[config.mk]
export PLATFORM = sky130hd
export DESIGN_NAME = warm_reset_ctl
export DESIGN_NICKNAME = d
export VERILOG_FILES = /design/src/rtl/wrp_pkg.sv /design/src/rtl/wrp_sync.sv /design/src/rtl/wrp_pulser.sv /design/src/rtl/wrp_edge_tracker.sv /design/src/rtl/warm_reset_ctl.sv
export SDC_FILE = /design/constraint.sdc
export NUM_CORES = 1
export LEC_CHECK = 0
export ABC_AREA = 1
export BUFFER_PORTS_ARGS = -buffer_cell sky130_fd_sc_hd__buf_2
export CAP_MARGIN = 20
export CORE_ASPECT_RATIO = 0.8
export CORE_MARGIN = 2
export CORE_UTILIZATION = 60
export DETAILED_ROUTE_END_ITERATION = 8
export PLACE_DENSITY_LB_ADDON = 0.12
export SYNTH_ARGS = -nofsm -noshare
export SYNTH_HDL_FRONTEND = slang
export SYNTH_SLANG_ARGS = --single-unit
[constraint.sdc]
create_clock -name clk -period 3.02 [get_ports clk]
set_clock_uncertainty 0.15 [all_clocks]
set_input_delay 0.604 -clock clk [delete_from_list [all_inputs] [get_ports clk]]
set_output_delay 0.604 -clock clk [all_outputs]
set_load 0.005 [all_outputs]
[src/rtl/wrp_pkg.sv]
package wrp_pkg;

    typedef enum logic [1:0] {
        P_IDLE  = 2'd0,
        P_DRIVE = 2'd1,
        P_WAIT  = 2'd2,
        P_FAIL  = 2'd3
    } pulse_st_t;

    typedef enum logic [1:0] {
        E_IDLE   = 2'd0,
        E_COUNT  = 2'd1,
        E_NOTIFY = 2'd2
    } edge_st_t;

endpackage

[src/rtl/wrp_sync.sv]
module wrp_sync #(
    parameter int STAGES    = 2,
    parameter bit RESET_VAL = 1'b1
) (
    input  logic clk,
    input  logic rst_n,
    input  logic d_async,
    output logic q_sync
);
    logic [STAGES-1:0] chain;

    always_ff @(posedge clk or negedge rst_n) begin
        if (!rst_n) chain <= {STAGES{RESET_VAL}};
        else        chain <= {chain[STAGES-2:0], d_async};
    end

    assign q_sync = chain[STAGES-1];
endmodule

[src/rtl/wrp_pulser.sv]
module wrp_pulser
    import wrp_pkg::*;
#(
    parameter int PULSE_TICKS = 20,
    parameter int RESP_TICKS  = 350
) (
    input  logic clk,
    input  logic rst_n,
    input  logic tick,
    input  logic warm_req,
    input  logic line_low,
    output logic resin_n,
    output logic cold_req
);
    localparam int MAXT = (PULSE_TICKS > RESP_TICKS) ? PULSE_TICKS : RESP_TICKS;
    localparam int CW   = $clog2(MAXT + 1);

    pulse_st_t st, st_n;
    logic [CW-1:0] cnt, cnt_n;

    always_comb begin
        st_n  = st;
        cnt_n = cnt;
        unique case (st)
            P_IDLE: begin
                if (warm_req) begin
                    st_n  = P_DRIVE;
                    cnt_n = '0;
                end
            end
            P_DRIVE: begin
                if (tick) begin
                    if (cnt == CW'(PULSE_TICKS - 1)) begin
                        st_n  = P_WAIT;
                        cnt_n = '0;
                    end else begin
                        cnt_n = cnt + 1'b1;
                    end
                end
            end
            P_WAIT: begin
                if (line_low) begin
                    st_n = P_IDLE;
                end else if (tick) begin
                    if (cnt == CW'(RESP_TICKS - 1)) st_n = P_FAIL;
                    else                            cnt_n = cnt + 1'b1;
                end
            end
            P_FAIL: begin
                st_n  = P_IDLE;
                cnt_n = '0;
            end
            default: st_n = P_IDLE;
        endcase
    end

    always_ff @(posedge clk or negedge rst_n) begin
        if (!rst_n) begin
            st  <= P_IDLE;
            cnt <= '0;
        end else begin
            st  <= st_n;
            cnt <= cnt_n;
        end
    end

    always_comb begin
        resin_n  = (st != P_DRIVE);
        cold_req = (st == P_FAIL);
    end
endmodule

[src/rtl/wrp_edge_tracker.sv]
module wrp_edge_tracker
    import wrp_pkg::*;
#(
    parameter int EXPECT_EDGES = 3,
    parameter int QUIET_TICKS  = 450
) (
    input  logic clk,
    input  logic rst_n,
    input  logic tick,
    input  logic line_sync,
    input  logic sys_active,
    output logic rst_done,
    output logic cnt_mismatch
);
    localparam int EW = $clog2(EXPECT_EDGES + 1);
    localparam int TW = $clog2(QUIET_TICKS + 1);

    edge_st_t st, st_n;
    logic [EW-1:0] ecnt, ecnt_n;
    logic [TW-1:0] tmr, tmr_n;
    logic          line_prev;
    logic          rise_ok;

    assign rise_ok = line_sync & ~line_prev & sys_active;

    always_comb begin
        st_n   = st;
        ecnt_n = ecnt;
        tmr_n  = tmr;
        unique case (st)
            E_IDLE: begin
                if (rise_ok) begin
                    ecnt_n = EW'(1);
                    tmr_n  = '0;
                    st_n   = (EXPECT_EDGES <= 1) ? E_NOTIFY : E_COUNT;
                end
            end
            E_COUNT: begin
                if (rise_ok) begin
                    ecnt_n = ecnt + 1'b1;
                    tmr_n  = '0;
                    if (ecnt == EW'(EXPECT_EDGES - 1)) st_n = E_NOTIFY;
                end else if (tick) begin
                    if (tmr == TW'(QUIET_TICKS - 1)) st_n = E_NOTIFY;
                    else                             tmr_n = tmr + 1'b1;
                end
            end
            E_NOTIFY: begin
                st_n   = E_IDLE;
                ecnt_n = '0;
                tmr_n  = '0;
            end
            default: st_n = E_IDLE;
        endcase
    end

    always_ff @(posedge clk or negedge rst_n) begin
        if (!rst_n) begin
            st        <= E_IDLE;
            ecnt      <= '0;
            tmr       <= '0;
            line_prev <= 1'b1;
        end else begin
            st        <= st_n;
            ecnt      <= ecnt_n;
            tmr       <= tmr_n;
            line_prev <= line_sync;
        end
    end

    always_comb begin
        rst_done     = (st == E_NOTIFY);
        cnt_mismatch = (st == E_NOTIFY) && (ecnt != EW'(EXPECT_EDGES));
    end
endmodule

[src/rtl/warm_reset_ctl.sv]
module warm_reset_ctl #(
    parameter int PULSE_TICKS  = 20,
    parameter int RESP_TICKS   = 350,
    parameter int QUIET_TICKS  = 450,
    parameter int EXPECT_EDGES = 3,
    parameter int SYNC_STAGES  = 2
) (
    input  logic clk,
    input  logic rst_n,
    input  logic tick,
    input  logic warm_req,
    input  logic cpu_rst_n,
    input  logic sys_active,
    output logic resin_n,
    output logic cold_req,
    output logic rst_done,
    output logic cnt_mismatch
);
    logic line_sync;

    wrp_sync #(.STAGES(SYNC_STAGES), .RESET_VAL(1'b1)) u_sync (
        .clk     (clk),
        .rst_n   (rst_n),
        .d_async (cpu_rst_n),
        .q_sync  (line_sync)
    );

    wrp_pulser #(.PULSE_TICKS(PULSE_TICKS), .RESP_TICKS(RESP_TICKS)) u_pulser (
        .clk      (clk),
        .rst_n    (rst_n),
        .tick     (tick),
        .warm_req (warm_req),
        .line_low (~line_sync),
        .resin_n  (resin_n),
        .cold_req (cold_req)
    );

    wrp_edge_tracker #(.EXPECT_EDGES(EXPECT_EDGES), .QUIET_TICKS(QUIET_TICKS)) u_edges (
        .clk          (clk),
        .rst_n        (rst_n),
        .tick         (tick),
        .line_sync    (line_sync),
        .sys_active   (sys_active),
        .rst_done     (rst_done),
        .cnt_mismatch (cnt_mismatch)
    );
endmodule

==> flow_metrics.tcl, run 1 <==
set metrics [dict create \
    status "finished, final reports clean" \
    antenna_cells 0 \
    design_area_um2 1910 \
    portBuffers 9 \
    cap_violations 0 \
    worstMarginPinSlew_ns 0.609 \
    reg2reg_from "u_edges.st[1]" \
    drtAntennaViolNets 0 \
    cts_resized 0 \
    startpoint "u_edges.st[1]" \
    critPathKind "reg -> reg" \
    cts_setup_buffers 0 \
    dpl.cell_count 290 \
    path_delay_family "flip-flops" \
    power_leakage_nw 0.988 \
    fin_cells 294 \
    slew_headroom_pct 59.4 \
    finalPower_mw 1.26 \
    netlist_instances 247 \
    cts-htree-levels 1 \
    grt_max_degree 28 \
    clkLatencyLatePin_ns 0.27 \
    die_width_um 65.4 \
    dp_hpwl_mm 2.43 \
    worst-path-buf-inv 3 \
    ys_ff_latch 27 \
    utilization_pct 68.1 \
    end_kind "flip-flop" \
    first_pass_iters 4 \
    antenna_found_initial 0 \
    first_iter_violations 84 \
    critPathRequiredTime_ns 3.01 \
    final_layout_size_suffix_gt1_share_pct 8.98 \
    yosysSeqAreaShare_pct 37.6 \
    avgViaCountPerCell 5.05 \
    drcViolationCount 0 \
    finalNetCount 277 \
    grt-ovfl-total 0 \
    fin_crit_ns 2.10 \
    n_fill_cell 264 \
    core-area_um2 2810 \
    cts_buffers 3 \
    die_h_um 53.1 \
    yosysUniqueCellTypes 22 \
    wl_per_cell_um 11.1 \
    crit_path_top_delay_cell "dfrtp_1" \
    top_level_ports 10 \
    ys_warn_count 0 \
    fmax_mhz 476 \
    startpoint_type "flip-flop" \
    synth.cell_area_um2 1810 \
    p_per_area_nw_per_um2 657 \
    rrSetupSlack_ns 0.92 \
    final_cell_mix "75 x nand2_1, 41 x inv_1, 24 x dfrtp_1" \
    syn_to_final_growth_pct 5.82 \
    hold_viol 0 \
    slowest_delay_ns 0.43 \
    placed_area_um2 1870 \
    crit_fanout 15 \
    routed-via-count 1486 \
    multiInputGateArea_um2 935 \
    finalSetupTns_ns 0 \
    gp_congestion 0.814 \
    start_util_pct 64.3 \
    floorplan.die_area_um2 3470 \
    syn_area_per_cell_um2 7.31 \
    routed_wl_mm 3.26 \
    finalSetupViolCount 0 \
    cp.arrival_ns 2.09 \
    hp-class "in -> async" \
    cts.sinks 27 \
    final_common_cell "nand2_1" \
    grt_pass1_vias 1340 \
    syn_nets 267 \
    crit_chain "inv_1 -> ha_1 -> inv_1 -> nor2_1 -> o21ai_2 -> inv_1 -> nor2_1 -> nand2_2 -> o21ai_0" \
    drv_slew 0 \
    hold_slack_ns 0.185 \
    grt_pass1_wl_mm 5.70 \
    clk_pin_slew_worst_paths_ns 0.09 \
    irDropWorstVdd_v 0.000562 \
    cts_hold_buf 0 \
    cts_tree "done" \
    seq_area_um2 679 \
    post-route-period-util_pct 69.5 \
    path_common_cell "inv_1" \
    setup_slack_ns 0.920 \
    cts-root-buf "clkbuf_8" \
    rsz0062_at_grt "false" \
    num_rows 17 \
    place_worst_setup_slack_ns 0.867 \
    clock_path_buffers 2 \
    grtUsageTotal_pct 21.2 \
]
worst register-to-register path, delay by kind of cell (launching register included):
family | cells | cell delay [ns]
buffers and inverters | 3 | 0.36
adder cells (fa/ha/maj) | 1 | 0.40
AND/OR/NAND/NOR | 3 | 0.41
AO/OA/AOI/OAI | 2 | 0.23
flip-flops | 1 | 0.43
layer usage:
layer | part of all wire (%) | GRT usage [%] | vias to the layer above
li1 | - | - | 791
met1 | 53 | 29.3 | 666
met2 | 43 | 34.9 | 27
met3 | 3.9 | 4.26 | 2
met4 | 0.31 | 4.51 | 0
met5 | 0 | 0 | -
synthesized netlist by cell type (all sizes together):
cell type  number  area share (%)
dfstp           3             4.4
nand3b          1            0.42
o21ai          16             4.6
o21bai          1            0.42
xor2            7             3.4
buf             4             1.8
inv            42             8.9
nand4          11             3.8
a21oi           3             2.1
nor2           21             4.4
dfrtp          24              33
nand3          20             5.5
o21a            1            0.42
or2             2            0.69
nand2          77              16
ha             14             9.7
power breakdown:
part	leakage [nW]	internal, mW	total, mW	switching (mW)
clock network	0.0228	0.0944	0.200	0.105
registers	0.356	0.421	0.481	0.0592
logic	0.609	0.192	0.576	0.383
total	0.988	0.708	1.26	0.548
flip-flops by register name (all words and copies together) (netlist names):
name	count
u_sync.chain	2
u_edges.line_prev	1
u_pulser.cnt	9
u_edges.tmr	9
u_edges.st	2
u_edges.ecnt	2
u_pulser.st	2
cell families (layout without fill, tap and decap cells):
kind of cell	Yosys count	after routing	share of synthesized area, %
AND/OR/NAND/NOR	132	132	31.1
adder cells (fa/ha/maj)	14	14	9.70
AO/OA/AOI/OAI	21	21	7.55
flip-flops	27	27	37.6
buffers and inverters	46	55	10.7
XOR/XNOR	7	7	3.39
path summary, 6_finish.rpt:
path                                    to  cells past startpoint
min in group clk           u_sync.chain[1]                      0
max reg2reg                 u_edges.tmr[7]                      9
min reg2reg                u_sync.chain[1]                      0
min                         u_pulser.st[0]                      1
max in group asynchronous   u_edges.tmr[8]                      1
max                         u_edges.tmr[7]                      9
final cells by class:
| type | count | area share [%] |
|---|---|---|
| Inverter | 42 | 8.38 |
| Timing Repair Buffer | 9 | 2.36 |
| Clock buffer | 4 | 2.36 |
| Tap cell | 38 | 2.49 |
| Multi-Input combinational cell | 174 | 48.9 |
| Sequential cell | 27 | 35.5 |
No activity file was read; power rests on OpenSTA's default activity.
==> run 2, diff against run 1 <==
==> constraint.sdc (replaced) <==
create_clock -name clk -period 2.1 [get_ports clk]
set_clock_uncertainty 0.15 [all_clocks]
set_input_delay 0.42 -clock clk [delete_from_list [all_inputs] [get_ports clk]]
set_output_delay 0.42 -clock clk [all_outputs]
set_load 0.005 [all_outputs]
==> flow_metrics.tcl, run 2 (same netlist as run 1, synthesis figures left out) <==
set metrics [dict create \
    status "finished with violations" \
    violations "negative hold slack" \
    finalSetupViolCount 0 \
    slew_headroom_pct 61.5 \
    final_layout_size_suffix_gt1_share_pct 10.1 \
    fin_crit_ns 1.83 \
    finalNetCount 279 \
    cts_tree "done" \
    worstMarginPinSlew_ns 0.578 \
    finalPower_mw 1.81 \
    avgViaCountPerCell 5.03 \
    crit_fanout 15 \
    fmax_mhz 545 \
    drcViolationCount 0 \
    num_rows 17 \
    design_area_um2 1930 \
    crit_path_top_delay_cell "dfrtp_1" \
    drv_slew 0 \
    grtUsageTotal_pct 21.7 \
    syn_to_final_growth_pct 6.72 \
    floorplan.die_area_um2 3470 \
    rsz0062_at_grt "false" \
    clock_path_buffers 2 \
    path_common_cell "inv_1" \
    path_depth 10 \
    core-area_um2 2810 \
    finalSetupTns_ns 0 \
    final_common_cell "nand2_1" \
    grt_pass1_vias 1345 \
    dp_hpwl_mm 2.45 \
    hp-class "in -> async" \
    cts_setup_buffers 0 \
    cap_violations 0 \
    antenna_found_initial 0 \
    worst-path-buf-inv 3 \
    placed_area_um2 1880 \
    wl_per_cell_um 11.1 \
    post-route-period-util_pct 87.3 \
    gp_congestion 0.809 \
    die_h_um 53.1 \
    first_pass_iters 4 \
    largestRegisters "u_edges.tmr (9), u_pulser.cnt (9)" \
    routed-via-count 1490 \
    grt-ovfl-total 0 \
    die_width_um 65.4 \
    fin_cells 296 \
    cts_buffers 3 \
    routed_wl_mm 3.30 \
    drtAntennaViolNets 0 \
    start_util_pct 64.3 \
    cts_resized 0 \
    final_cell_mix "75 x nand2_1, 41 x inv_1, 24 x dfrtp_1" \
    p_per_area_nw_per_um2 941 \
    critPathRequiredTime_ns 2.11 \
    antenna_cells 0 \
    end_kind "flip-flop" \
    dpl.cell_count 292 \
    cts-root-buf "clkbuf_8" \
    grt_pass1_wl_mm 5.76 \
    slowest_delay_ns 0.41 \
    hold_viol 24 \
    clk_pin_slew_worst_paths_ns 0.09 \
    hold_slack_ns -0.0153 \
    first_iter_violations 95 \
    crit_chain "inv_1 -> ha_1 -> inv_1 -> nor2_1 -> o21ai_2 -> inv_1 -> nor2_1 -> nand2_2 -> nand2_1 -> o21ai_0" \
    top_level_ports 10 \
    path_delay_family "simple AND/OR/NAND/NOR gates" \
    portBuffers 9 \
    cp.arrival_ns 1.84 \
    cts_hold_buf 0 \
    irDropWorstVdd_v 0.000721 \
    startpoint_type "flip-flop" \
    power_leakage_nw 1.00 \
    ff2ff_path_depth 10 \
    grt_max_degree 28 \
    cts.sinks 27 \
    critPathKind "reg -> reg" \
    cts-htree-levels 1 \
    clkLatencyLatePin_ns 0.27 \
]
## run 2: metal layers
| metal | track usage (%) | wire length [um] | vias to the layer above |
|---|---|---|---|
| met1 | 29.9 | 1720 | 672 |
| met4 | 4.86 | 20 | 0 |
| met5 | 0 | 0 | - |
| met3 | 4.47 | 118 | 2 |
| met2 | 35.5 | 1430 | 25 |
| li1 | - | - | 791 |
## run 2: through the flow
step | worst slack, ns | util (%) | hold WS (ns)
floorplan | 0.403 | - | -0.0256
global placement | 0.350 | 67.0 | 0.196
detailed placement | 0.277 | 67.0 | 0.197
CTS | 0.265 | 68.7 | 0.0116
global route | 0.0494 | 68.7 | 0.0378
finish | 0.267 | 68.7 | -0.0153
## run 2: power breakdown
part / internal [mW] / switching [mW]
clock network: 0.133 / 0.159
logic: 0.285 / 0.545
registers: 0.606 / 0.0857
## run 2: final timing paths
kind / end / start / slack (ns)
worst max register to register: u_edges.tmr[8] / u_edges.st[1] / 0.27
worst min-delay path: u_pulser.cnt[3] / rst_n / -0.02
worst min register to register: u_sync.chain[1] / u_sync.chain[0] / 0.21
min in group clk: u_sync.chain[0] / cpu_rst_n / 0.09
max in group asynchronous: u_sync.chain[1] / rst_n / 1.43
worst max-delay path: u_edges.tmr[8] / u_edges.st[1] / 0.27
## run 2: final cells by class
class | instances | area, um^2
Clock buffer | 3 | 41.3
Clock inverter | 1 | 5.00
Fill cell | 254 | 880
Inverter | 42 | 160
Multi-Input combinational cell | 174 | 935
Sequential cell | 27 | 679
Tap cell | 38 | 47.5
Timing Repair Buffer | 11 | 60.1
==> run 3, diff against run 2 <==
--- a/config.mk
+++ b/config.mk
@@ -13,6 +13,7 @@
 export CORE_UTILIZATION = 60
 export DETAILED_ROUTE_END_ITERATION = 8
 export PLACE_DENSITY_LB_ADDON = 0.12
+export RECOVER_POWER = 100
 export SYNTH_ARGS = -nofsm -noshare
 export SYNTH_HDL_FRONTEND = slang
 export SYNTH_SLANG_ARGS = --single-unit
==> flow_metrics.tcl, run 3 (same netlist as run 1, synthesis figures left out) <==
set metrics [dict create \
    syn_to_final_growth_pct 5.89 \
    finalSetupTns_ns 0 \
    final_cell_mix "75 x nand2_1, 41 x inv_1, 24 x dfrtp_1" \
    first_iter_violations 93 \
    n_fill_cell 259 \
    slew_headroom_pct 7.75 \
    worst-path-buf-inv 1 \
    hold_viol 0 \
    p_clk_share_pct 16.3 \
    top_level_ports 10 \
    rsz0062_at_grt "false" \
    avgViaCountPerCell 5.05 \
    first_pass_iters 4 \
    largestRegisters "u_edges.tmr (9), u_pulser.cnt (9)" \
    cts_setup_buffers 0 \
    start_util_pct 64.3 \
    cap_violations 0 \
    status "finished, final reports clean" \
    cts.sinks 27 \
    path_common_cell "o21ai_0" \
    final_common_cell "nand2_1" \
    wl_per_cell_um 11.0 \
    power_leakage_nw 0.984 \
    irDropWorstVdd_v 0.000719 \
    grtUsageTotal_pct 21.7 \
    clock_path_buffers 2 \
    cts_hold_buf 0 \
    clk_pin_slew_worst_paths_ns 0.09 \
    startpoint_type "flip-flop" \
    critPathRequiredTime_ns 2.11 \
    p_switching_mw 0.773 \
    antenna_cells 0 \
    die_h_um 53.1 \
    clkLatencyLatePin_ns 0.27 \
    core-area_um2 2810 \
    slowest_delay_ns 0.58 \
    swShare_pct 43.3 \
    cts_resized 0 \
    antenna_found_initial 0 \
    cts_tree "done" \
    grt_pass1_vias 1345 \
    finalPower_mw 1.78 \
    drv_slew 0 \
    intPower_mw 1.01 \
    worstMarginPinSlew_ns 1.38 \
    p_per_area_nw_per_um2 932 \
    finalSetupViolCount 0 \
    post-route-period-util_pct 89.2 \
    crit_chain "nand3b_1 -> clkbuf_1 -> o21ai_0 -> o21ai_0 -> o21a_1" \
    routed_wl_mm 3.27 \
    cts-htree-levels 1 \
    finalNetCount 279 \
    dp_hpwl_mm 2.45 \
    crit_path_top_delay_cell "dfstp_1" \
    drcViolationCount 0 \
    utilization_pct 68.1 \
    die_width_um 65.4 \
    hp-class "in -> reg" \
    grt_pass1_wl_mm 5.76 \
    grt_max_degree 28 \
    portBuffers 9 \
    routed-via-count 1496 \
    cts_buffers 3 \
    final_layout_size_suffix_gt1_share_pct 8.14 \
    fmax_mhz 534 \
    path_delay_family "compound AO/OA/AOI/OAI gates" \
    grt-ovfl-total 0 \
    cp.arrival_ns 1.89 \
    drtAntennaViolNets 0 \
    fin_crit_ns 1.87 \
    crit_fanout 10 \
    gp_congestion 0.809 \
    pwr-share-seq_pct 38.7 \
    comb_power_share_pct 45.0 \
    end_kind "flip-flop" \
    num_rows 17 \
    critPathKind "reg -> reg" \
    hold_slack_ns 0.0907 \
    floorplan.die_area_um2 3470 \
    cts-root-buf "clkbuf_8" \
]
## run 3: path summary, 6_finish.rpt
path	start	to	slack [ns]	depth (start not counted)
max	u_sync.chain[1]	u_edges.ecnt[1]	0.23	5
min in group asynchronous	rst_n	u_pulser.cnt[3]	0.30	1
max reg2reg	u_sync.chain[1]	u_edges.ecnt[1]	0.23	5
min	cpu_rst_n	u_sync.chain[0]	0.09	1
max in group asynchronous	rst_n	u_pulser.cnt[0]	0.69	1
min reg2reg	u_sync.chain[0]	u_sync.chain[1]	0.21	0
## run 3: metal layers
metal / global-route usage (%) / vias up / routed length [um]
met1: 29.9 / 680 / 1690
met5: 0 / - / 0
li1: - / 788 / -
met4: 4.86 / 0 / 20
met2: 35.5 / 26 / 1440
met3: 4.47 / 2 / 116
## run 3: cell type report
class	count	area [um^2]	share of cell area, %
inverters	42	160	8.37
well taps	38	47.5	2.49
flip-flops and latches	27	679	35.5
clock buffers	3	41.3	2.16
clock inverters	1	5.00	0.262
multi-input cells	174	927	48.5
repair buffers	11	52.6	2.75
## run 3: metrics by stage
| step | cell area (um^2) | setup slack (ns) | cells |
|---|---|---|---|
| 2_1_floorplan | 1810 | 0.403 | 247 |
| 3_3_place_gp | 1880 | 0.350 | 292 |
| 3_5_place_dp | 1880 | 0.277 | 292 |
| 4_1_cts | 1930 | 0.265 | 296 |
| 5_1_grt | 1910 | 0.0601 | 296 |
| 6_report | 1910 | 0.227 | 296 |
## run 3: power groups by stage
stage	logic, mW	clock network, mW	registers (mW)
floorplan	0.663	0	0.681
global placement	0.824	0	0.699
detailed placement	0.824	0	0.702
CTS	0.830	0.305	0.691
global route	0.946	0.321	0.704
finish	0.803	0.290	0.690
